### config.mk
export PLATFORM = sky130hd
export DESIGN_NAME = lcdTimingGen
export DESIGN_NICKNAME = d
export VERILOG_FILES = /design/src/rtl/lcdTimingPkg.sv /design/src/rtl/lcdTimingCtrl.sv /design/src/rtl/lcdTimingPath.sv /design/src/rtl/lcdTimingGen.sv
export SDC_FILE = /design/constraint.sdc
export NUM_CORES = 1
export LEC_CHECK = 0
export ABC_CLOCK_PERIOD_IN_PS = 3790
export CORE_MARGIN = 2
export CORE_UTILIZATION = 57
export DETAILED_ROUTE_END_ITERATION = 12
export HOLD_SLACK_MARGIN = 0.08
export PLACE_DENSITY = 0.81
export SETUP_SLACK_MARGIN = 0.05
export SLEW_MARGIN = 20
export SYNTH_ARGS = -nofsm -noshare
export SYNTH_HDL_FRONTEND = slang
export SYNTH_SLANG_ARGS = --single-unit
export TNS_END_PERCENT = 1
### constraint.sdc
create_clock -name clk -period 3.79 [get_ports clk]
set_input_delay 0.5685 -clock clk [delete_from_list [all_inputs] [get_ports clk]]
set_output_delay 0.5685 -clock clk [all_outputs]
set_load 0.05 [all_outputs]
### src/rtl/lcdTimingPkg.sv
package lcdTimingPkg;

  localparam int SPD_W   = 2;
  localparam int SCC_W   = 8;
  localparam int FP_W    = 10;
  localparam int PORCH_W = 3;
  localparam int TICK_W  = SCC_W + 4;
  localparam int CMP_W   = TICK_W + 4;
  localparam int SH_W    = 2;
  localparam int LP_LEN  = 8;

  typedef struct packed {
    logic [SPD_W-1:0]   spd;
    logic [SCC_W-1:0]   scc;
    logic [FP_W-1:0]    lines;
    logic [PORCH_W-1:0] porch;
  } lcdCfg_t;

  typedef struct packed {
    logic              clear;
    logic              run;
    logic              active;
    logic [SH_W-1:0]   shift;
    logic [TICK_W-1:0] tickLast;
    logic [CMP_W-1:0]  dataLen;
  } ctrlStrobe_t;

  function automatic logic [SH_W-1:0] speedShift(input logic [SPD_W-1:0] spd);
    case (spd)
      2'd0:    speedShift = 2'd1;
      2'd1:    speedShift = 2'd2;
      default: speedShift = 2'd3;
    endcase
  endfunction

endpackage

### src/rtl/lcdTimingCtrl.sv
module lcdTimingCtrl
  import lcdTimingPkg::*;
#(
  parameter int BEATS = 80
) (
  input  logic              clk,
  input  logic              rst,
  input  logic              enable,
  input  lcdCfg_t           cfgIn,
  input  logic              lineEnd,
  output ctrlStrobe_t       strobe,
  output logic              framePulse,
  output logic              lineActive,
  output logic [FP_W-1:0]   lineIdx,
  output logic              cfgErr
);

  logic            running;
  lcdCfg_t         cfgQ;
  logic [FP_W-1:0] lineCnt;
  logic            errQ;

  logic [FP_W-1:0]  lineLast;
  logic             frameEnd;
  logic             loadNow;
  logic [CMP_W-1:0] newLineLen;
  logic [CMP_W-1:0] newDataLen;
  logic             newBad;

  always_comb begin
    lineLast   = (cfgQ.lines == '0) ? '0 : cfgQ.lines - 1'b1;
    frameEnd   = lineEnd && (lineCnt == lineLast);
    loadNow    = !running || frameEnd;
    newLineLen = (CMP_W'(cfgIn.scc) + 1'b1) << 4;
    newDataLen = CMP_W'(BEATS) << speedShift(cfgIn.spd);
    newBad     = newLineLen < newDataLen;
  end

  always_ff @(posedge clk) begin
    if (rst) begin
      running <= 1'b0;
      cfgQ    <= '0;
      lineCnt <= '0;
      errQ    <= 1'b0;
    end else if (!enable) begin
      running <= 1'b0;
      lineCnt <= '0;
      errQ    <= 1'b0;
    end else begin
      running <= 1'b1;
      if (loadNow) begin
        cfgQ    <= cfgIn;
        errQ    <= errQ | newBad;
        lineCnt <= '0;
      end else if (lineEnd) begin
        lineCnt <= lineCnt + 1'b1;
      end
    end
  end

  always_comb begin
    strobe.clear    = rst || !enable;
    strobe.run      = running;
    strobe.active   = running && (lineCnt >= FP_W'(cfgQ.porch));
    strobe.shift    = speedShift(cfgQ.spd);
    strobe.tickLast = {cfgQ.scc, 4'hF};
    strobe.dataLen  = CMP_W'(BEATS) << speedShift(cfgQ.spd);
  end

  assign framePulse = running && (lineCnt == '0);
  assign lineActive = strobe.active;
  assign lineIdx    = lineCnt;
  assign cfgErr     = errQ;

endmodule

### src/rtl/lcdTimingPath.sv
module lcdTimingPath
  import lcdTimingPkg::*;
#(
  parameter int PIX_W = 7
) (
  input  logic             clk,
  input  ctrlStrobe_t      strobe,
  output logic             lineEnd,
  output logic             shiftClk,
  output logic             linePulse,
  output logic [PIX_W-1:0] pixIdx
);

  logic [TICK_W-1:0] tick;
  logic              inWin;
  logic              halfBit;
  logic              beatOn;
  logic [TICK_W-1:0] beatNum;

  always_ff @(posedge clk) begin
    if (strobe.clear || !strobe.run) begin
      tick <= '0;
    end else if (tick == strobe.tickLast) begin
      tick <= '0;
    end else begin
      tick <= tick + 1'b1;
    end
  end

  always_comb begin
    case (strobe.shift)
      2'd1:    halfBit = tick[0];
      2'd2:    halfBit = tick[1];
      default: halfBit = tick[2];
    endcase
    inWin   = CMP_W'(tick) < strobe.dataLen;
    beatOn  = strobe.run && strobe.active && inWin;
    beatNum = tick >> strobe.shift;
  end

  assign shiftClk  = beatOn && halfBit;
  assign pixIdx    = beatOn ? PIX_W'(beatNum) : '0;
  assign linePulse = strobe.run && (tick >= strobe.tickLast - TICK_W'(LP_LEN - 1));
  assign lineEnd   = strobe.run && (tick == strobe.tickLast);

endmodule

### src/rtl/lcdTimingGen.sv
module lcdTimingGen
  import lcdTimingPkg::*;
#(
  parameter  int DISP_WIDTH   = 320,
  parameter  int PIX_PER_BEAT = 4,
  localparam int BEATS        = DISP_WIDTH / PIX_PER_BEAT,
  localparam int PIX_W        = $clog2(BEATS + 1)
) (
  input  logic             clk,
  input  logic             rst,
  input  logic             enable,
  input  logic [1:0]       speedSel,
  input  logic [7:0]       lineVal,
  input  logic [9:0]       frameLines,
  input  logic [2:0]       porchLines,
  output logic             shiftClk,
  output logic             linePulse,
  output logic             framePulse,
  output logic             lineActive,
  output logic [9:0]       lineIdx,
  output logic [PIX_W-1:0] pixIdx,
  output logic             cfgErr
);

  lcdCfg_t     cfgIn;
  ctrlStrobe_t strobe;
  logic        lineEnd;

  always_comb begin
    cfgIn.spd   = speedSel;
    cfgIn.scc   = lineVal;
    cfgIn.lines = frameLines;
    cfgIn.porch = porchLines;
  end

  lcdTimingCtrl #(.BEATS(BEATS)) ctrl (
    .clk        (clk),
    .rst        (rst),
    .enable     (enable),
    .cfgIn      (cfgIn),
    .lineEnd    (lineEnd),
    .strobe     (strobe),
    .framePulse (framePulse),
    .lineActive (lineActive),
    .lineIdx    (lineIdx),
    .cfgErr     (cfgErr)
  );

  lcdTimingPath #(.PIX_W(PIX_W)) path (
    .clk       (clk),
    .strobe    (strobe),
    .lineEnd   (lineEnd),
    .shiftClk  (shiftClk),
    .linePulse (linePulse),
    .pixIdx    (pixIdx)
  );

endmodule

==> metrics.md <==
| Metric | Value |
|---|---|
| Status | `finished clean` |
| Share of the synthesized area in the top cell type | `about a quarter` |
| Main synth FF type | `dfxtp_1` |
| Max FO, Critical Path | `12` |
| Initial core utilization | `58.5%` |
| Worst Path Arrival | `2.79 ns` |
| Fin. Hold Viols | `0` |
| Ys async rst share | `0%` |
| H-tree levels | `2` |
| Hold_buf cts | `0` |
| Reg2reg path depth | `11` |
| Top-count cell post-synth | `nand2_1` |
| Library cells used by synthesis | `57` |
| Vias in the first global route | `3691` |
| Sequential area share after synthesis | `23.9%` |
| Synth top cells by count | `nand2_1 (72), nor2_1 (52), dfxtp_1 (47)` |
| Multi-input gate area | `0.00265 mm^2` |
| Warning count from the yosys run | `0` |
| Number of synthesized flops with an enable pin | `0` |
| Worst path required time | `3.22 ns` |
| Buf/Inv on CP | `2` |
| Hold_ws | `0.499 ns` |
| Layout cells sized above 1 | `6.97%` |
| Slew margin rel. | `48.9%` |
| Synth-to-Final Area Change | `15.6%` |
| CTS resizes | `0` |
| Flops & latches, synth | `47` |
| Worst Setup SP | `ctrl.cfgQ[21]$_SDFFE_PP0P_` |
| Mapped Avg Cell Area | `roughly 7.5 um^2` |
| CP dominant cell by count | `o21a_1` |
| Final min period | `3.36 ns` |
| Post-DP HPWL | `7930 um` |
| Max-Cap Viols | `0` |
| GRT overflow | `0` |
| Antenna fix cells | `0` |
| Largest area contributor in the netlist | `dfxtp_1` |
| Vias | `4066` |
| Pwr dens | `269 mW/mm^2` |
| CP Capture Type | `output port` |
| Tcrit/Tclk final | `about nine tenths` |
| Nature of the critical path startpoint | `register` |
| CTS tree | `done` |
| Clock latency on the worst-skew pair | `0.31 ns` |
| Vias per Instance | `6.51` |
| Max IR drop VDD | `0.140 mV` |
| RSZ-0062 raised after global routing | `false` |
| Initial DRT Pass Iterations | `7` |
| RR Endpoint | `ctrl.cfgQ[2]$_SDFFE_PP0P_` |
| Synth Instances | `523` |
| Reg2Reg Setup Slack | `0.53 ns` |
| Clock sink count | `47` |
| Critical Path Max Stage Delay | `0.52 ns` |
| Worst Hold Class | `register to register` |
| HP Start | `path.tick[0]$_SDFF_PP0_` |
| Hold EP | `path.tick[0]$_SDFF_PP0_` |
| DRC | `0` |
| Clock-pin slew on the worst setup and hold paths | `0.09 ns` |
| Hold depth | `1` |
| Die area | `0.00757 mm^2` |
| Crit path kind | `register to output port` |
| Fillers | `around 570` |
| Antenna violations before repair | `0` |
| Max Freq | `298 MHz` |
| Clock Skews | `~0.0095 ns` |
| IO Pins | `48` |
| Pins over their slew limit | `0` |
| Remaining antenna violation count | `0` |
| Critical path's top delay family | `compound AO/OA/AOI/OAI gates` |
| CORE AREA | `0.00672 mm^2` |
| Synthesized area | `around 0.0039 mm^2` |
| IO buf count | `47` |
| CTS Root Cell | `clkbuf_8` |
| DIE WIDTH | `between 80 and 90 um` |
| Critical Path Stages | `11` |
| Post-layout instance area | `approximately 0.0045 mm^2` |
| Die Height | `87.0 um` |
| Pin count of the biggest net entering global routing | `29` |
| Final GP Congestion | `1.01` |
| Sequential cell area | `942 um^2` |
| Synth area leaders | `dfxtp_1 (24%), ha_1 (9.2%), nand2_1 (6.9%), a221o_1 (5.9%), o221ai_1 (5.1%)` |
| Reg2reg start | `ctrl.cfgQ[3]$_SDFFE_PP0P_` |
| CTS Buffer Depth | `2` |
| Setup violations, final | `0` |
| Setup Buffers After CTS | `0` |
| Routed wire length | `10900 um` |
| Initial DRC Count | `526` |
| Num rows | `30` |
| Global-route wire length before repair | `around 17000 um` |
| Total Routing Usage GR | `28.5%` |
| DR WL/cell | `17.4 um` |
| Cell Chain, Critical Path | `inv_1, nand2_1, ha_1, o21a_1, o21a_1, o21a_1, o21a_1, o21ai_0, nand3_1, a211oi_2, buf_12` |
| NumNets Final | `~600` |
| Leakage | `approximately 0.0017 uW` |
| DP Area | `0.00446 mm^2` |
| Slowest CP cell | `dfxtp_2` |
| TritonCTS buffer count | `5` |
| Slew @ Worst Pin | `around 0.77 ns` |
[state kept, by name (all words and copies together) (netlist names)]
name	count
ctrl.cfgErr	1
ctrl.running	1
ctrl.lineIdx	10
path.tick	12
ctrl.cfgQ	15
ctrl.strobe	8
[layer usage]
layer / routed length [um] / track usage, % / vias to the layer above
met5: 0 / 0 / -
met4: 187 / 8.52 / 0
met3: 800 / 3.32 / 21
met2: 5080 / 47.4 / 183
met1: 4800 / 38.6 / 1930
li1: - / - / 1932
[layout by cell type, fill, tap and decap left out, types with 2 or more instances in the layout]
cell type	instances
nand2_1	72
nor2_1	52
dfxtp_1	46
inv_1	39
clkdlybuf4s50_1	39
nor4_1	29
ha_1	29
o221ai_1	23
a221o_1	23
nand3_1	17
a21oi_1	17
xnor2_1	16
xor2_1	14
nor3_1	10
o21a_1	9
mux2i_1	9
buf_4	9
and3_1	8
buf_12	8
o21ai_0	7
and4_1	5
nand4_1	5
clkbuf_8	5
a21o_1	4
or2_2	3
nor2b_1	3
or3_1	3
nor3b_1	3
o211a_1	2
o21bai_1	2
conb_1	2
[power by group]
group          internal [uW]  total [uW]  switching [uW]
clock                    129         306             177
combinational            154         363             210
sequential               516         550            34.2
[per-stage QoR]
stage / setup WS [ns] / setup TNS, ns / instances / power [uW] / utilization (%)
6_report: 0.433 / 0 / 625 / 1220 / 67.6
2_1_floorplan: -0.00887 / -0.00887 / 524 / 808 / -
3_5_place_dp: 0.573 / 0 / 617 / 916 / 66.3
4_1_cts: 0.236 / 0 / 625 / 1210 / 67.6
5_1_grt: 0.220 / 0 / 625 / 1280 / 67.6
3_3_place_gp: 0.680 / 0 / 617 / 900 / 66.3
[logic make-up after synthesis]
| logic type | share of synthesized area, % |
|---|---|
| AND/OR/NAND/NOR | 27.7 |
| AO/OA/AOI/OAI | 21.0 |
| buffers and inverters | 8.98 |
| flip-flops | 23.9 |
| XOR/XNOR | 6.69 |
| adder cells (fa/ha/maj) | 9.24 |
| multiplexers | 2.29 |
| other | 0.0954 |
[worst reg2reg max path, delay by kind of cell, from the launching register on]
| family | cells | cell delay (ns) |
|---|---|---|
| flip-flops | 1 | 0.37 |
| AND/OR/NAND/NOR | 4 | 0.90 |
| AO/OA/AOI/OAI | 3 | 0.83 |
| adder cells (fa/ha/maj) | 1 | 0.45 |
| buffers and inverters | 3 | 0.62 |
[final cells by class]
class,instances,area share [%]
multi-input combinational,394,58.3
sequential,47,20.7
clock buffer,6,1.60
inverter,40,3.30
clock inverter,2,0.275
tap,80,2.20
timing repair buffer,56,13.6
[how the worst max path moves through the flow]
stage / to / slack, ns
2_1_floorplan: pixIdx[0] / -0.009
3_3_place_gp: pixIdx[0] / 0.68
3_5_place_dp: pixIdx[0] / 0.57
4_1_cts: pixIdx[0] / 0.24
5_1_grt: pixIdx[0] / 0.22
6_report: pixIdx[0] / 0.43
(Power assumes the default switching activity.)
